`src/rtl/spi_flash_cmd_engine.sv`:
```
module spi_flash_cmd_engine (
  input  logic        clk,
  input  logic        rst_n,
  input  logic        wr_en,
  input  logic [2:0]  wr_sel,
  input  logic [7:0]  wr_byte,
  input  logic [2:0]  out_len,
  input  logic [1:0]  in_len,
  input  logic        half_rate,
  input  logic        start,
  output logic        busy,
  output logic        done,
  output logic        err,
  output logic [23:0] rx_data,
  output logic        cs_n,
  output logic        sck,
  output logic        mosi,
  input  logic        miso
);
  typedef enum logic [1:0] {S_IDLE, S_LEAD, S_SHIFT, S_TRAIL} st_t;

  st_t         st_q;
  logic [7:0]  slot_q [5];
  logic [39:0] tx_q;
  logic [5:0]  bcnt_q, last_q, rd_from_q;
  logic        slow_q, div_q, sck_q;
  logic [23:0] rx_q;
  logic        done_q, err_q;

  logic        len_ok, take, tick;
  logic [5:0]  rd_idx;
  logic [5:0]  nbits;
  logic [39:0] tx_load;

  assign len_ok = (out_len == 3'd1) || (out_len == 3'd2) || (out_len == 3'd4) || (out_len == 3'd5);
  assign take   = start && (st_q == S_IDLE);
  assign tick   = !slow_q || div_q;
  assign rd_idx = bcnt_q - rd_from_q;
  assign nbits  = {({1'b0, out_len} + {2'b00, in_len}), 3'b000};

  always_comb begin
    for (int i = 0; i < 5; i++)
      tx_load[39-8*i -: 8] = (i < int'(out_len)) ? slot_q[i] : 8'h00;
  end

  always_ff @(posedge clk or negedge rst_n) begin
    if (!rst_n) begin
      for (int i = 0; i < 5; i++) slot_q[i] <= 8'h00;
    end else if (wr_en && wr_sel < 3'd5) begin
      slot_q[wr_sel] <= wr_byte;
    end
  end

  always_ff @(posedge clk or negedge rst_n) begin
    if (!rst_n) begin
      st_q      <= S_IDLE;
      tx_q      <= '0;
      bcnt_q    <= '0;
      last_q    <= '0;
      rd_from_q <= '0;
      slow_q    <= 1'b0;
      div_q     <= 1'b0;
      sck_q     <= 1'b0;
      rx_q      <= '0;
      done_q    <= 1'b0;
      err_q     <= 1'b0;
    end else begin
      div_q <= (st_q == S_IDLE) ? 1'b0 : ~div_q;
      case (st_q)
        S_IDLE: begin
          if (take && !len_ok) begin
            err_q <= 1'b1;
          end else if (take) begin
            err_q     <= 1'b0;
            done_q    <= 1'b0;
            rx_q      <= '0;
            tx_q      <= tx_load;
            bcnt_q    <= '0;
            last_q    <= nbits - 6'd1;
            rd_from_q <= {out_len, 3'b000};
            slow_q    <= half_rate;
            div_q     <= 1'b0;
            st_q      <= S_LEAD;
          end
        end
        S_LEAD: begin
          if (tick) begin
            sck_q <= 1'b1;
            st_q  <= S_SHIFT;
          end
        end
        S_SHIFT: begin
          if (tick) begin
            if (!sck_q) begin
              sck_q <= 1'b1;
            end else begin
              sck_q <= 1'b0;
              if (bcnt_q == last_q) begin
                st_q <= S_TRAIL;
                tx_q <= '0;
              end else begin
                bcnt_q <= bcnt_q + 6'd1;
                tx_q   <= {tx_q[38:0], 1'b0};
              end
            end
          end
        end
        S_TRAIL: begin
          if (tick) begin
            st_q   <= S_IDLE;
            done_q <= 1'b1;
          end
        end
        default: st_q <= S_IDLE;
      endcase
      if ((st_q == S_LEAD && tick) || (st_q == S_SHIFT && tick && !sck_q)) begin
        if (bcnt_q >= rd_from_q)
          rx_q[{rd_idx[4:3], ~rd_idx[2:0]}] <= miso;
      end
    end
  end

  assign busy    = (st_q != S_IDLE);
  assign cs_n    = (st_q == S_IDLE);
  assign sck     = sck_q;
  assign mosi    = tx_q[39];
  assign done    = done_q;
  assign err     = err_q;
  assign rx_data = rx_q;
endmodule

```
`config.mk`:
```
export PLATFORM = sky130hd
export DESIGN_NAME = spi_flash_cmd_engine
export DESIGN_NICKNAME = d
export VERILOG_FILES = /design/src/rtl/spi_flash_cmd_engine.sv
export SDC_FILE = /design/constraint.sdc
export NUM_CORES = 1
export LEC_CHECK = 0
export BUFFER_PORTS_ARGS = -buffer_cell sky130_fd_sc_hd__buf_2
export CORE_ASPECT_RATIO = 1.1
export CORE_MARGIN = 1
export CORE_UTILIZATION = 40
export CTS_CLUSTER_DIAMETER = 40
export DETAILED_ROUTE_END_ITERATION = 16
export PLACE_DENSITY_LB_ADDON = 0.12
export REMOVE_ABC_BUFFERS = 1
export SLEW_MARGIN = 20
export SYNTH_ARGS = -nofsm -noshare
export SYNTH_HDL_FRONTEND = slang
export SYNTH_SLANG_ARGS = --single-unit
```
`constraint.sdc`:
```
create_clock -name clk -period 3.28 [get_ports clk]
set_input_delay 0.328 -clock clk [delete_from_list [all_inputs] [get_ports clk]]
set_output_delay 0.328 -clock clk [all_outputs]
set_load 0.05 [all_outputs]
```
==> metrics.cfg <==
[outcome]
status=complete, no violations

[synthesis]
syn_area_per_cell_um2=11.0
synthTopCellsByCount=dfrtp_1 (124), nor2_1 (58), nand2_1 (46)
synth.area.top_cells=dfrtp_1 (54%), mux2_2 (8.1%), nor2_1 (3.8%)
yosysSeqAreaShare=0.542
synthCells=519
ys_seq_elements=124
ys_async_sr_fraction=1.00
synth.distinct_cells=47
yosys_most_used_dff=dfrtp_1
synth-edff-count=0
post-synth-top-count-cell=dfrtp_1
synth_top_area_share=0.542
ys_warn_count=0
syn_area_mm2=0.00572
yosysTopAreaCell=dfrtp_1

[critical_path]
r2r-end=tx_q[13]
cp_slowest_cell=o31ai_1
startpoint_type=register
crit_start=st_q[0]
cp_max_fo=42
critPathKind=reg2reg
endpoint_kind=register
cp-endpoint=tx_q[13]
path_cells=inv_1 -> ha_1 -> inv_1 -> o31ai_1 -> and2_1 -> buf_4 -> nor2_1 -> nor2_1
critPathMaxStageDelay_ns=0.52
arrival_ns=2.79
crit_required_ns=3.62
r2r_cells=8
reg2reg_from=st_q[0]
reg2reg_slack_ns=0.83

[clock_tree]
worstSkewPairLatency_ns=0.41
h-tree-depth=4
cts_max_path_buffers=2
ctsResizeCount=0
clock-root-buffer=clkbuf_16
cts_buffers=17
cts_tree=done
cts_setup_buffers=0
ctsHoldBuffers=1
cts.sinks=124
path_clk_slew_ns=0.05

[hold_path]
hold_class=in2reg
hp-start=half_rate
hold_depth=3

[detailed_routing]
vias=4191
viasPerCell=5.49
finalWirelength_um=12700
dr.pass1.iters=4
postRouteAntennaNets=0
avgRoutedWirePerCell_um=16.7
drtIter0Drc=233
drc=0

[timing]
finalCritPeriodShare=0.747
min_period_ns=2.45
setup_slack_ns=0.829
worst_clock_skew_ns=0.00750
timing.setup.tns_ns=0
setup_viol=0
clock.fmax_ghz=0.408
slew_viol_final=0
hold_viol_final=0
worst_slew_pin_slew_ns=0.720
relSlewSlack=0.517
rsz0062_at_grt=no

[global_route]
antenna_found_initial=0
grt_max_degree=96
grt_overflow=0
grt_pass1_wl_um=21500
gr-usage-all-layers=0.194
grt_pass1_vias=4192

[floorplan]
rows=45
ioPinCount=52
die_area_mm2=0.0148
initial_core_util=0.411
core_mm2=0.0139
fp.dieW_um=116
dieHeight_um=127

[layout]
post_route_cells_drive_above_1_share=0.252
diodes=0
nNetsFinal=600
postLayoutCoreUtil=0.486
area_delta_synth_final_pct=18.2
stdcell_count=764

[power_and_ir_drop]
leakagePower_nw=3.06
ir_worst_vdd_v=0.000472
power_density_mw_per_mm2=981

[flow_run]
maxCapViolCount=0

[placement]
io_buffers=51
place_ws_ns=0.847
dpl.hpwl_um=8380
dpl.cell_count=731
gp_congestion=0.767

## layout by cell type (no fill, tap or decap), types with 15 or more instances in the layout
cell,count
a221oi_1,23
a22oi_1,16
buf_2,50
clkbuf_16,17
dfrtp_1,124
inv_1,15
mux2_2,41
nand2_1,46
nand3_1,25
nor2_1,58
o211ai_1,20
o31ai_1,21
## sequential cells by signal (all words and copies together) (netlist names)
register and cells:
sck 1, done 1, rd_from_q 3, st_q 2
last_q 4, slot_q 40, err 1, rx_data 24
slow_q 1, tx_q 40, div_q 1, bcnt_q 6
## layer usage
layer	up-vias	track usage	wire length [µm]
met5	-	0	0
met4	0	0.0799	195
met3	14	0.0436	437
met2	83	0.317	6380
met1	2130	0.246	5710
li1	1964	-	-
## logic make-up after synthesis
kind of cell	share of synthesized area
DFF	0.542
AOI/OAI and AO/OA	0.157
and+or+nand+nor	0.130
adders and majority gates	0.0341
xor gates and xnor gates	0.0107
muxes	0.0877
buffers and inverters	0.0378
## power by group
part	internal, mW	switching (mW)
combinational	0.776	1.58
sequential	2.04	0.301
clock	1.27	0.670
total	4.09	2.55
## area by class of cell
cell class                      count  area (µm²)
Fill cell                        1304        7140
Multi-Input combinational cell    346        2410
Tap cell                          188         235
Inverter                           15        56.3
Sequential cell                   124        3100
Timing Repair Buffer               59         340
Clock buffer                       22         484
Clock inverter                     10         138
## critical path: cells and delay by family (launching register included)
kind	cells	cell delay, ns
buf+inv	3	0.59
compound gates	1	0.52
simple gates	3	0.43
flops	1	0.42
fa+ha+maj	1	0.39
## worst min-delay path by stage
| stage | end | slack, ns |
|---|---|---|
| 6_report | slow_q | 0.12 |
| 5_1_grt | slow_q | 0.14 |
| 4_1_cts | slow_q | 0.1 |
| 3_5_place_dp | rx_data[2] | 0.29 |
| 3_3_place_gp | rx_data[0] | 0.30 |
| 2_1_floorplan | bcnt_q[0] | 0.03 |
## stage by stage
stage	hold WS (ns)	area, µm²	total power [mW]
2_1_floorplan	0.0324	5560	4.02
3_3_place_gp	0.295	6120	4.64
3_5_place_dp	0.293	6130	4.73
4_1_cts	0.0992	6770	6.71
5_1_grt	0.137	6770	7.07
6_report	0.116	6770	6.63
Note: power is estimated with default switching activity, not from simulation.
